File: src/rtl/srt_pkg.sv
package srt_pkg;
  localparam int BUS_W  = 8;
  localparam int ADDR_W = 3;

  localparam logic [ADDR_W-1:0] A_CTRL   = 3'd0;
  localparam logic [ADDR_W-1:0] A_CNT_LO = 3'd1;
  localparam logic [ADDR_W-1:0] A_CNT_HI = 3'd2;
  localparam logic [ADDR_W-1:0] A_RLD_LO = 3'd3;
  localparam logic [ADDR_W-1:0] A_RLD_HI = 3'd4;

  // control bit positions; software decodes these
  localparam int B_HFLAG = 7;
  localparam int B_LFLAG = 6;
  localparam int B_LIE   = 5;
  localparam int B_CAPEN = 4;
  localparam int B_SPLIT = 3;
  localparam int B_RUN   = 2;
  localparam int B_XSEL  = 0;

  typedef struct packed {
    logic hflag;
    logic lflag;
    logic lie;
    logic cap_en;
    logic split;
    logic run;
    logic xsel;
  } ctrl_t;
endpackage

File: src/rtl/srt_edge_sync.sv
module srt_edge_sync #(
  parameter int STAGES = 2
) (
  input  logic clk,
  input  logic rst_n,
  input  logic din,
  output logic rise
);
  logic [STAGES:0] sr_q;

  always_ff @(posedge clk or negedge rst_n) begin
    if (!rst_n) sr_q <= '0;
    else        sr_q <= {sr_q[STAGES-1:0], din};
  end

  // sr_q[STAGES-1] is the last synchronizer stage, sr_q[STAGES] its delayed copy
  assign rise = sr_q[STAGES-1] & ~sr_q[STAGES];
endmodule

File: src/rtl/srt_prescaler.sv
module srt_prescaler #(
  parameter int SYS_DIV = 12,
  parameter int EXT_DIV = 8
) (
  input  logic clk,
  input  logic rst_n,
  input  logic ext_rise,
  input  logic sel_ext,
  output logic base_tick
);
  localparam int SW = (SYS_DIV > 1) ? $clog2(SYS_DIV) : 1;
  localparam int EW = (EXT_DIV > 1) ? $clog2(EXT_DIV) : 1;
  localparam logic [SW-1:0] S_LAST = SW'(SYS_DIV - 1);
  localparam logic [EW-1:0] E_LAST = EW'(EXT_DIV - 1);

  logic [SW-1:0] scnt_q;
  logic [EW-1:0] ecnt_q;
  logic          s_wrap, e_wrap;

  assign s_wrap = (scnt_q == S_LAST);
  assign e_wrap = ext_rise && (ecnt_q == E_LAST);

  always_ff @(posedge clk or negedge rst_n) begin
    if (!rst_n) begin
      scnt_q <= '0;
      ecnt_q <= '0;
    end else begin
      scnt_q <= s_wrap ? '0 : scnt_q + 1'b1;
      if (ext_rise) ecnt_q <= (ecnt_q == E_LAST) ? '0 : ecnt_q + 1'b1;
    end
  end

  assign base_tick = sel_ext ? e_wrap : s_wrap;
endmodule

File: src/rtl/srt_count_core.sv
module srt_count_core #(
  parameter int BW = 8
) (
  input  logic            clk,
  input  logic            rst_n,
  input  logic            split,
  input  logic            run,
  input  logic            lo_tick,
  input  logic            hi_tick,
  input  logic            wr_cnt_lo,
  input  logic            wr_cnt_hi,
  input  logic            wr_rld_lo,
  input  logic            wr_rld_hi,
  input  logic [BW-1:0]   wdata,
  input  logic            capture,
  output logic [2*BW-1:0] cnt,
  output logic [2*BW-1:0] rld,
  output logic            set_lf,
  output logic            set_hf
);
  localparam int CW = 2 * BW;
  localparam logic [BW-1:0] BMAX = '1;
  localparam logic [CW-1:0] WMAX = '1;

  logic [BW-1:0] lo_q, hi_q, rlo_q, rhi_q;
  logic          lo_step8, hi_step8, step16;
  logic          lo_end, hi_end, full_end;

  assign lo_end   = (lo_q == BMAX);
  assign hi_end   = (hi_q == BMAX);
  assign full_end = ({hi_q, lo_q} == WMAX);

  // split: low byte free-running, high byte gated by run
  assign lo_step8 = split && lo_tick && !wr_cnt_lo;
  assign hi_step8 = split && run && hi_tick && !wr_cnt_hi;
  // 16-bit: any count write cancels the whole step
  assign step16   = !split && run && lo_tick && !wr_cnt_lo && !wr_cnt_hi;

  always_ff @(posedge clk or negedge rst_n) begin
    if (!rst_n) begin
      lo_q <= '0;
      hi_q <= '0;
    end else begin
      if (wr_cnt_lo)     lo_q <= wdata;
      else if (lo_step8) lo_q <= lo_end ? rlo_q : lo_q + 1'b1;
      else if (step16)   lo_q <= full_end ? rlo_q : lo_q + 1'b1;

      if (wr_cnt_hi)     hi_q <= wdata;
      else if (hi_step8) hi_q <= hi_end ? rhi_q : hi_q + 1'b1;
      else if (step16)   hi_q <= full_end ? rhi_q : (lo_end ? hi_q + 1'b1 : hi_q);
    end
  end

  // capture outranks a software reload write on the same edge
  always_ff @(posedge clk or negedge rst_n) begin
    if (!rst_n) begin
      rlo_q <= '0;
      rhi_q <= '0;
    end else if (capture) begin
      rlo_q <= lo_q;
      rhi_q <= hi_q;
    end else begin
      if (wr_rld_lo) rlo_q <= wdata;
      if (wr_rld_hi) rhi_q <= wdata;
    end
  end

  assign set_lf = (lo_step8 && lo_end) || (step16 && lo_end);
  assign set_hf = (hi_step8 && hi_end) || (step16 && full_end);
  assign cnt    = {hi_q, lo_q};
  assign rld    = {rhi_q, rlo_q};
endmodule

File: src/rtl/split_reload_timer.sv
module split_reload_timer
  import srt_pkg::*;
#(
  parameter int SYNC_STAGES = 2,
  parameter int SYS_DIV     = 12,
  parameter int EXT_DIV     = 8
) (
  input  logic              clk,
  input  logic              rst_n,
  input  logic              ext_clk,
  input  logic              cmp_in,
  input  logic              irq_global_en,
  input  logic              lo_sys_sel,
  input  logic              hi_sys_sel,
  input  logic [ADDR_W-1:0] bus_addr,
  input  logic              bus_wr,
  input  logic [BUS_W-1:0]  bus_wdata,
  output logic [BUS_W-1:0]  bus_rdata,
  output logic              irq
);
  localparam int CW = 2 * BUS_W;

  ctrl_t            ctrl_q;
  logic             wr_ctrl, wr_cnt_lo, wr_cnt_hi, wr_rld_lo, wr_rld_hi;
  logic             ext_rise, cap_rise, capture, cap_q;
  logic             base_tick, lo_tick, hi_tick;
  logic             set_lf, set_hf;
  logic [CW-1:0]    cnt, rld;

  assign wr_ctrl   = bus_wr && (bus_addr == A_CTRL);
  assign wr_cnt_lo = bus_wr && (bus_addr == A_CNT_LO);
  assign wr_cnt_hi = bus_wr && (bus_addr == A_CNT_HI);
  assign wr_rld_lo = bus_wr && (bus_addr == A_RLD_LO);
  assign wr_rld_hi = bus_wr && (bus_addr == A_RLD_HI);

  srt_edge_sync #(.STAGES(SYNC_STAGES)) u_ext_sync (
    .clk(clk), .rst_n(rst_n), .din(ext_clk), .rise(ext_rise)
  );

  srt_edge_sync #(.STAGES(SYNC_STAGES)) u_cmp_sync (
    .clk(clk), .rst_n(rst_n), .din(cmp_in), .rise(cap_rise)
  );

  srt_prescaler #(.SYS_DIV(SYS_DIV), .EXT_DIV(EXT_DIV)) u_presc (
    .clk(clk), .rst_n(rst_n), .ext_rise(ext_rise),
    .sel_ext(ctrl_q.xsel), .base_tick(base_tick)
  );

  assign lo_tick = lo_sys_sel ? 1'b1 : base_tick;
  assign hi_tick = hi_sys_sel ? 1'b1 : base_tick;
  assign capture = ctrl_q.cap_en && cap_rise;

  srt_count_core #(.BW(BUS_W)) u_core (
    .clk(clk), .rst_n(rst_n),
    .split(ctrl_q.split), .run(ctrl_q.run),
    .lo_tick(lo_tick), .hi_tick(hi_tick),
    .wr_cnt_lo(wr_cnt_lo), .wr_cnt_hi(wr_cnt_hi),
    .wr_rld_lo(wr_rld_lo), .wr_rld_hi(wr_rld_hi),
    .wdata(bus_wdata), .capture(capture),
    .cnt(cnt), .rld(rld), .set_lf(set_lf), .set_hf(set_hf)
  );

  // control register; a hardware flag set beats a software write
  always_ff @(posedge clk or negedge rst_n) begin
    if (!rst_n) begin
      ctrl_q <= '0;
      cap_q  <= 1'b0;
    end else begin
      cap_q <= capture;
      if (wr_ctrl) begin
        ctrl_q.lie    <= bus_wdata[B_LIE];
        ctrl_q.cap_en <= bus_wdata[B_CAPEN];
        ctrl_q.split  <= bus_wdata[B_SPLIT];
        ctrl_q.run    <= bus_wdata[B_RUN];
        ctrl_q.xsel   <= bus_wdata[B_XSEL];
      end
      if (set_hf)       ctrl_q.hflag <= 1'b1;
      else if (wr_ctrl) ctrl_q.hflag <= bus_wdata[B_HFLAG];
      if (set_lf)       ctrl_q.lflag <= 1'b1;
      else if (wr_ctrl) ctrl_q.lflag <= bus_wdata[B_LFLAG];
    end
  end

  always_comb begin
    bus_rdata = '0;
    unique case (bus_addr)
      A_CTRL: begin
        bus_rdata[B_HFLAG] = ctrl_q.hflag;
        bus_rdata[B_LFLAG] = ctrl_q.lflag;
        bus_rdata[B_LIE]   = ctrl_q.lie;
        bus_rdata[B_CAPEN] = ctrl_q.cap_en;
        bus_rdata[B_SPLIT] = ctrl_q.split;
        bus_rdata[B_RUN]   = ctrl_q.run;
        bus_rdata[B_XSEL]  = ctrl_q.xsel;
      end
      A_CNT_LO: bus_rdata = cnt[BUS_W-1:0];
      A_CNT_HI: bus_rdata = cnt[CW-1:BUS_W];
      A_RLD_LO: bus_rdata = rld[BUS_W-1:0];
      A_RLD_HI: bus_rdata = rld[CW-1:BUS_W];
      default:  bus_rdata = '0;
    endcase
  end

  assign irq = irq_global_en &&
               (ctrl_q.hflag || (ctrl_q.lflag && ctrl_q.lie) || cap_q);
endmodule

File: config.mk
export PLATFORM = sky130hd
export DESIGN_NAME = split_reload_timer
export DESIGN_NICKNAME = d
export VERILOG_FILES = /design/src/rtl/srt_pkg.sv /design/src/rtl/srt_edge_sync.sv /design/src/rtl/srt_prescaler.sv /design/src/rtl/srt_count_core.sv /design/src/rtl/split_reload_timer.sv
export SDC_FILE = /design/constraint.sdc
export NUM_CORES = 1
export LEC_CHECK = 0
export BUFFER_PORTS_ARGS = -buffer_cell sky130_fd_sc_hd__buf_2
export CAP_MARGIN = 20
export CORE_MARGIN = 1.5
export CORE_UTILIZATION = 60
export CTS_CLUSTER_SIZE = 28
export DETAILED_ROUTE_END_ITERATION = 16
export MAX_ROUTING_LAYER = met4
export PLACE_DENSITY_LB_ADDON = 0.25
export REMOVE_ABC_BUFFERS = 1
export SLEW_MARGIN = 10
export SYNTH_ARGS = -nofsm -noshare
export SYNTH_HDL_FRONTEND = slang
export SYNTH_SLANG_ARGS = --single-unit
File: constraint.sdc
create_clock -name clk -period 2.6 [get_ports clk]
set_clock_uncertainty 0.1 [all_clocks]
set_input_delay 0.26 -clock clk [delete_from_list [all_inputs] [get_ports clk]]
set_output_delay 0.26 -clock clk [all_outputs]
set_load 0.02 [all_outputs]
-- Word-level counts from Yosys, hierarchy flattened
Index checks and enable logic that the tools add are counted.
- $add $sub $neg: 4
- equality and inequality tests: 9
- multiplexer cells: 27
- bitwise logic cells: 4
- reduce and logical (&&, ||, !) cells: 38
- operator list (kind ; count):
    8-bit 2-to-1 mux ; 15
    6-bit one-hot mux with 5 select lines ; 1
    1-bit logical AND ; 22
    8-bit by 1-bit adder with 8-bit output (second input constant) ; 2
    16-bit equality test (second input constant) ; 1
    8-bit equality test (second input constant) ; 2
    2-bit nonzero test ; 4
    1-bit 2-to-1 mux ; 7
    3-bit by 2-bit equality test with 1-bit output (second input constant) ; 2
    3-bit equality test (second input constant) ; 2
    3-bit nonzero test ; 2
    1-bit one-hot mux with 5 select lines ; 1
    4-bit by 1-bit adder with 4-bit output (second input constant) ; 1
    4-bit equality test (second input constant) ; 1
    1-bit logical OR ; 4
    4-bit 2-to-1 mux ; 1
    1-bit one-hot mux with 4 select lines ; 1
    4-bit nonzero test ; 1
    3-bit by 1-bit adder with 3-bit output (second input constant) ; 1
    3-bit by 1-bit equality test with 1-bit output (second input constant) ; 1
    1-bit zero test ; 3
    3-bit zero test ; 1
    3-bit 2-to-1 mux ; 1
    1-bit bitwise AND ; 2
    2 further kinds ; 3
- register bits after elaboration: 53
- bits of input ports: 19
- logic and storage cells: 98

-- Logic depth before layout (Yosys ltp)
- depth after elaboration: 11
- depth in mapped cells: 9
- gate-level depth less buffers: 7

-- Modules after synthesis
From an unflattened synthesis, not the netlist that was laid out.
- cells, all modules: 328
- area total of the unflattened synthesis: 3185.6 um^2
- by module, submodules not included (module ; instances ; cells each ; area each (um^2) ; sequential area each (um^2)):
    srt_count_core ; 1 ; 221 ; 1965.6 ; 800.8
    split_reload_timer ; 1 ; 74 ; 700.7 ; 200.2
    srt_prescaler ; 1 ; 25 ; 341.6 ; 175.2
    srt_edge_sync ; 2 ; 4 ; 88.8 ; 75.1

-- Least setup slack after synthesis
No wires, ideal clock.
- path kind: reg-to-reg
- start: register u_presc.ecnt_q[0]
- end: register u_core.hi_q[3]
- library setup time: 0.126 ns
- arrival time: 2.010 ns
- data required time: 2.374 ns
- slack: 0.363 ns
- stages on the path, launching flop included: 8
- buffers on the path: 0
- period minus slack after synthesis: 2.237 ns
- path through: dfrtp_1 > ha_1 > ha_1 > and4b_1 > o311a_4 > o21a_4 > and3_4 > o32a_1
- cells in the longest elaborated chain, start to end: 9
- ends and longest elaborated chain (element ; line ; text):
    from (decl) ; srt_prescaler.sv:17 ; logic [EW-1:0] ecnt_q;
    from (signal assigned) ; srt_prescaler.sv:29 ; if (ext_rise) ecnt_q <= (ecnt_q == E_LAST) ? '0 : ecnt_q + 1'b1;
    3-bit equality test * ; srt_prescaler.sv:21 ; assign e_wrap = ext_rise && (ecnt_q == E_LAST);
    1-bit logical AND * ; srt_prescaler.sv:21 ;
    1-bit 2-to-1 mux * ; srt_prescaler.sv:33 ; assign base_tick = sel_ext ? e_wrap : s_wrap;
    1-bit 2-to-1 mux ; split_reload_timer.sv:49 ; assign lo_tick = lo_sys_sel ? 1'b1 : base_tick;
    1-bit logical AND (3 in series) ; srt_count_core.sv:37 ; assign step16 = !split && run && lo_tick && !wr_cnt_lo && !wr_cnt_hi;
    3-bit nonzero test (no source line) ; n/a ;
    2-bit AND reduction (no source line) ; n/a ;
    to (signal assigned) ; srt_count_core.sv:48 ; if (wr_cnt_hi) hi_q <= wdata;
    to (signal assigned) ; srt_count_core.sv:49 ; else if (hi_step8) hi_q <= hi_end ? rhi_q : hi_q + 1'b1;
    to (signal assigned) ; srt_count_core.sv:50 ; else if (step16) hi_q <= full_end ? rhi_q : (lo_end ? hi_q + 1'b1 : hi_q);
    to (decl) ; srt_count_core.sv:25 ; logic [BW-1:0] lo_q, hi_q, rlo_q, rhi_q;
Every way passes the cells marked *; elsewhere a longest branch is shown, timed or not.
A chain may end at the register's enable or synchronous reset.

-- Worst setup path after layout
- start: register u_presc.ecnt_q[0]
- end: register u_core.hi_q[7]
The elaborated chain is that of the path after synthesis.

==> out/results.ini <==
[yosys]
netlist_area_sq_um = 3250
synth_seq_cells = 53
async_reset_ff_frac = 1.00
ys_warn_count = 0
synth_cell_type_count = 66
synth-seq-area-share = 0.408
synth_top_flop_cell = dfrtp_1
synth_edf_count = 0
synth.avg_cell_area_sq_um = 9.87
syn_inst = 329

[critical_path]
cp-endpoint = u_core.hi_q[7]
reg2reg_depth = 7
regToRegStartpoint = u_presc.ecnt_q[0]
cp-start-kind = flop
critPathRequiredTime_ps = 2700
worstSetupPathType = reg2reg
crit_path_start = u_presc.ecnt_q[0]
cp.arrival_ps = 2560
r2r_end = u_core.hi_q[7]
path_max_fanout = 9
reg2reg_slack_ps = 140
end_kind = flop

[pwr]
p_clk_frac = 0.199
total_power_uw = 2850
p_sw_uw = 1070
power.density_nw_per_um2 = 796
p_comb_frac = 0.304
sequentialPowerShare = 0.497
irDropWorstVdd_uv = 412
internal_power_uw = 1770
switching_share = 0.377
leakage_uw = 0.00153

[floorplanning]
dieHeight_um = 76.6
fp.dieW_um = 76.6
core_sq_um = 5170
num_rows = 26
start_util = 0.628
io_pins = 28
die_area_sq_um = 5860

[place]
post_dp_cell_area_sq_um = 3430
detailed_place_hpwl_um = 5950
portBuffers = 27
routabilityCongestion = 0.967
dp.cells = 412

[layout]
postLayoutCellArea_sq_um = 3570
seqCellArea_sq_um = 1330
multi_input_area_sq_um = 1800
post-route-util = 0.691
drive_above_1_share = 0.178
area_growth_pct = 10.0
nets = 376
diodes = 0
finalNonFillerCells = 423
nFillCells = 407

[clock_tree]
clock-sinks = 53
cts_setup_buffers = 0
htree_levels = 2
root_buffer = clkbuf_8
insertion_delay_ps = 310
numCtsBuffers = 5
clk_pin_slew_ps = 100
cts_tree = built
clockBufferDepth = 2

[sta]
rsz0062_at_grt = no
fmax_mhz = 407
finalHoldViolations = 0
drv_slew = 0
tns_ps = 0
tightest_slew_ps = 697
finalSetupViolations = 0
maxSlewHeadroom = 0.533
fin_crit_sh = 0.946
min_period_ps = 2460

[grt]
grt_start_max_net_pins = 35
grt.overflow.total = 0
grt_pass1_wl_um = 13600
grt_usage = 0.302
grt_pass1_vias = 2730
antenna_found_initial = 0

[routing]
wl_um = 8240
vias_per_cell = 6.63
drtPass1Iterations = 4
wire_per_inst_um = 19.5
drt_iter0_markers = 243
drc = 0
ant_nets = 0
vias = 2805

[min_path]
min_path_type = in2reg

[run]
cap_violations = 0

[run_status]
status = complete, no violations

[Yosys cell counts, types with 2 or more instances]
cell type	count	area [sq um]
nor3_1	3	15.0
a31oi_1	5	31.3
a211o_1	2	17.5
and3_1	2	12.5
mux2_2	8	90.1
ha_1	5	62.6
inv_1	7	26.3
a211oi_1	4	30.0
xor2_1	3	26.3
a32oi_1	4	35.0
a22oi_1	2	15.0
o22ai_1	8	50.1
a22o_1	2	17.5
and4_1	2	17.5
and2_1	2	12.5
nand3_1	10	50.1
o211ai_1	3	22.5
o21ai_1	6	30.0
o31ai_1	4	30.0
nor2b_1	4	25.0
nand2_1	19	71.3
dfrtp_1	53	1330
o21ai_0	13	65.1
nor2_1	31	116
clkbuf_1	9	33.8
mux2i_1	36	360
a21oi_1	29	145
o2bb2ai_1	2	17.5
a21o_1	2	15.0
buf_2	9	45.0
nand4_1	4	25.0
buf_1	2	7.51
[worst min path at each step]
stage	start	to	slack (ps)	cells after the start
2_1_floorplan	rst_n	cap_q	-140	0
3_3_place_gp	rst_n	u_core.rhi_q[6]	130	1
3_5_place_dp	rst_n	ctrl_q[4]	130	1
4_1_cts	bus_wdata[2]	u_core.hi_q[2]	160	3
5_1_grt	bus_wdata[2]	u_core.hi_q[2]	160	3
6_report	bus_wdata[2]	u_core.hi_q[2]	160	3
[what timing repair did]
item,in CTS,in global routing
hold buffers,3,0
endpoints found under the setup margin,0,0
gates resized for setup,0,0
hold endpoints to repair,21,0
[cell families after synthesis]
group                      synth area share
muxes                                 0.146
buffers and inverters                0.0381
and+or+nand+nor                       0.159
DFF                                   0.408
xor gates and xnor gates            0.00809
adders and majority gates            0.0193
AOI/OAI and AO/OA                     0.222
[critical path, stage by stage (launching register included)]
cell     delay (ps)
dfrtp_1         400
ha_1            210
ha_1            190
and4b_1         240
or3_1           470
a41oi_4         380
a32oi_1         110
o221a_1         250
[layout by cell type (no fill, tap or decap), types with 3 or more instances in the layout]
cell,n
a211oi_1,4
a21oi_1,29
a31oi_1,5
a32oi_1,4
buf_2,27
buf_4,7
clkbuf_8,5
dfrtp_1,53
dlygate4sd3_1,3
ha_1,5
inv_1,7
mux2_2,8
mux2i_1,36
nand2_1,19
nand3_1,10
nand4_1,4
nor2_1,31
nor2b_1,4
nor3_1,3
o211ai_1,3
o21ai_0,13
o21ai_1,6
o22ai_1,8
o31ai_1,4
xor2_1,3
[power by group through the flow]
stage / clock, uW / combinational (uW) / sequential [uW]
finish: 566 / 864 / 1420
global placement: 0 / 813 / 1410
global route: 613 / 964 / 1450
detailed placement: 0 / 859 / 1420
CTS: 570 / 866 / 1400
floorplan: 0 / 638 / 1310
[area by class of cell]
| type | count | share of cell area |
|---|---|---|
| repair buffers | 37 | 0.0609 |
| well taps | 70 | 0.0245 |
| clock buffers | 6 | 0.0203 |
| clock inverters | 2 | 0.0109 |
| multi-input cells | 248 | 0.505 |
| flip-flops and latches | 53 | 0.371 |
| inverters | 7 | 0.00735 |
[state kept, by name (all words and copies together), names as in the netlist]
signal and count:
u_core.hi_q 8, u_core.lo_q 8, u_core.rhi_q 8, u_core.rlo_q 8, ctrl_q 7, u_presc.scnt_q 4, u_cmp_sync.sr_q 3, u_ext_sync.sr_q 3
u_presc.ecnt_q 3, cap_q 1
[metrics by stage]
| stage | setup slack (ps) | hold slack, ps |
|---|---|---|
| finish | 140 | 164 |
| global route | 55.9 | 156 |
| CTS | 141 | 162 |
| detailed placement | 164 | 132 |
| global placement | 262 | 128 |
| floorplan | 345 | -136 |
[routing by layer]
layer	global-route usage	vias to the layer above	wire length [um]
met2	0.497	119	4000
li1	-	1291	-
met3	0.0371	17	461
met1	0.396	1378	3580
met4	0.0815	0	199
met5	-	-	0
Note: power is estimated with default switching activity, not from simulation.
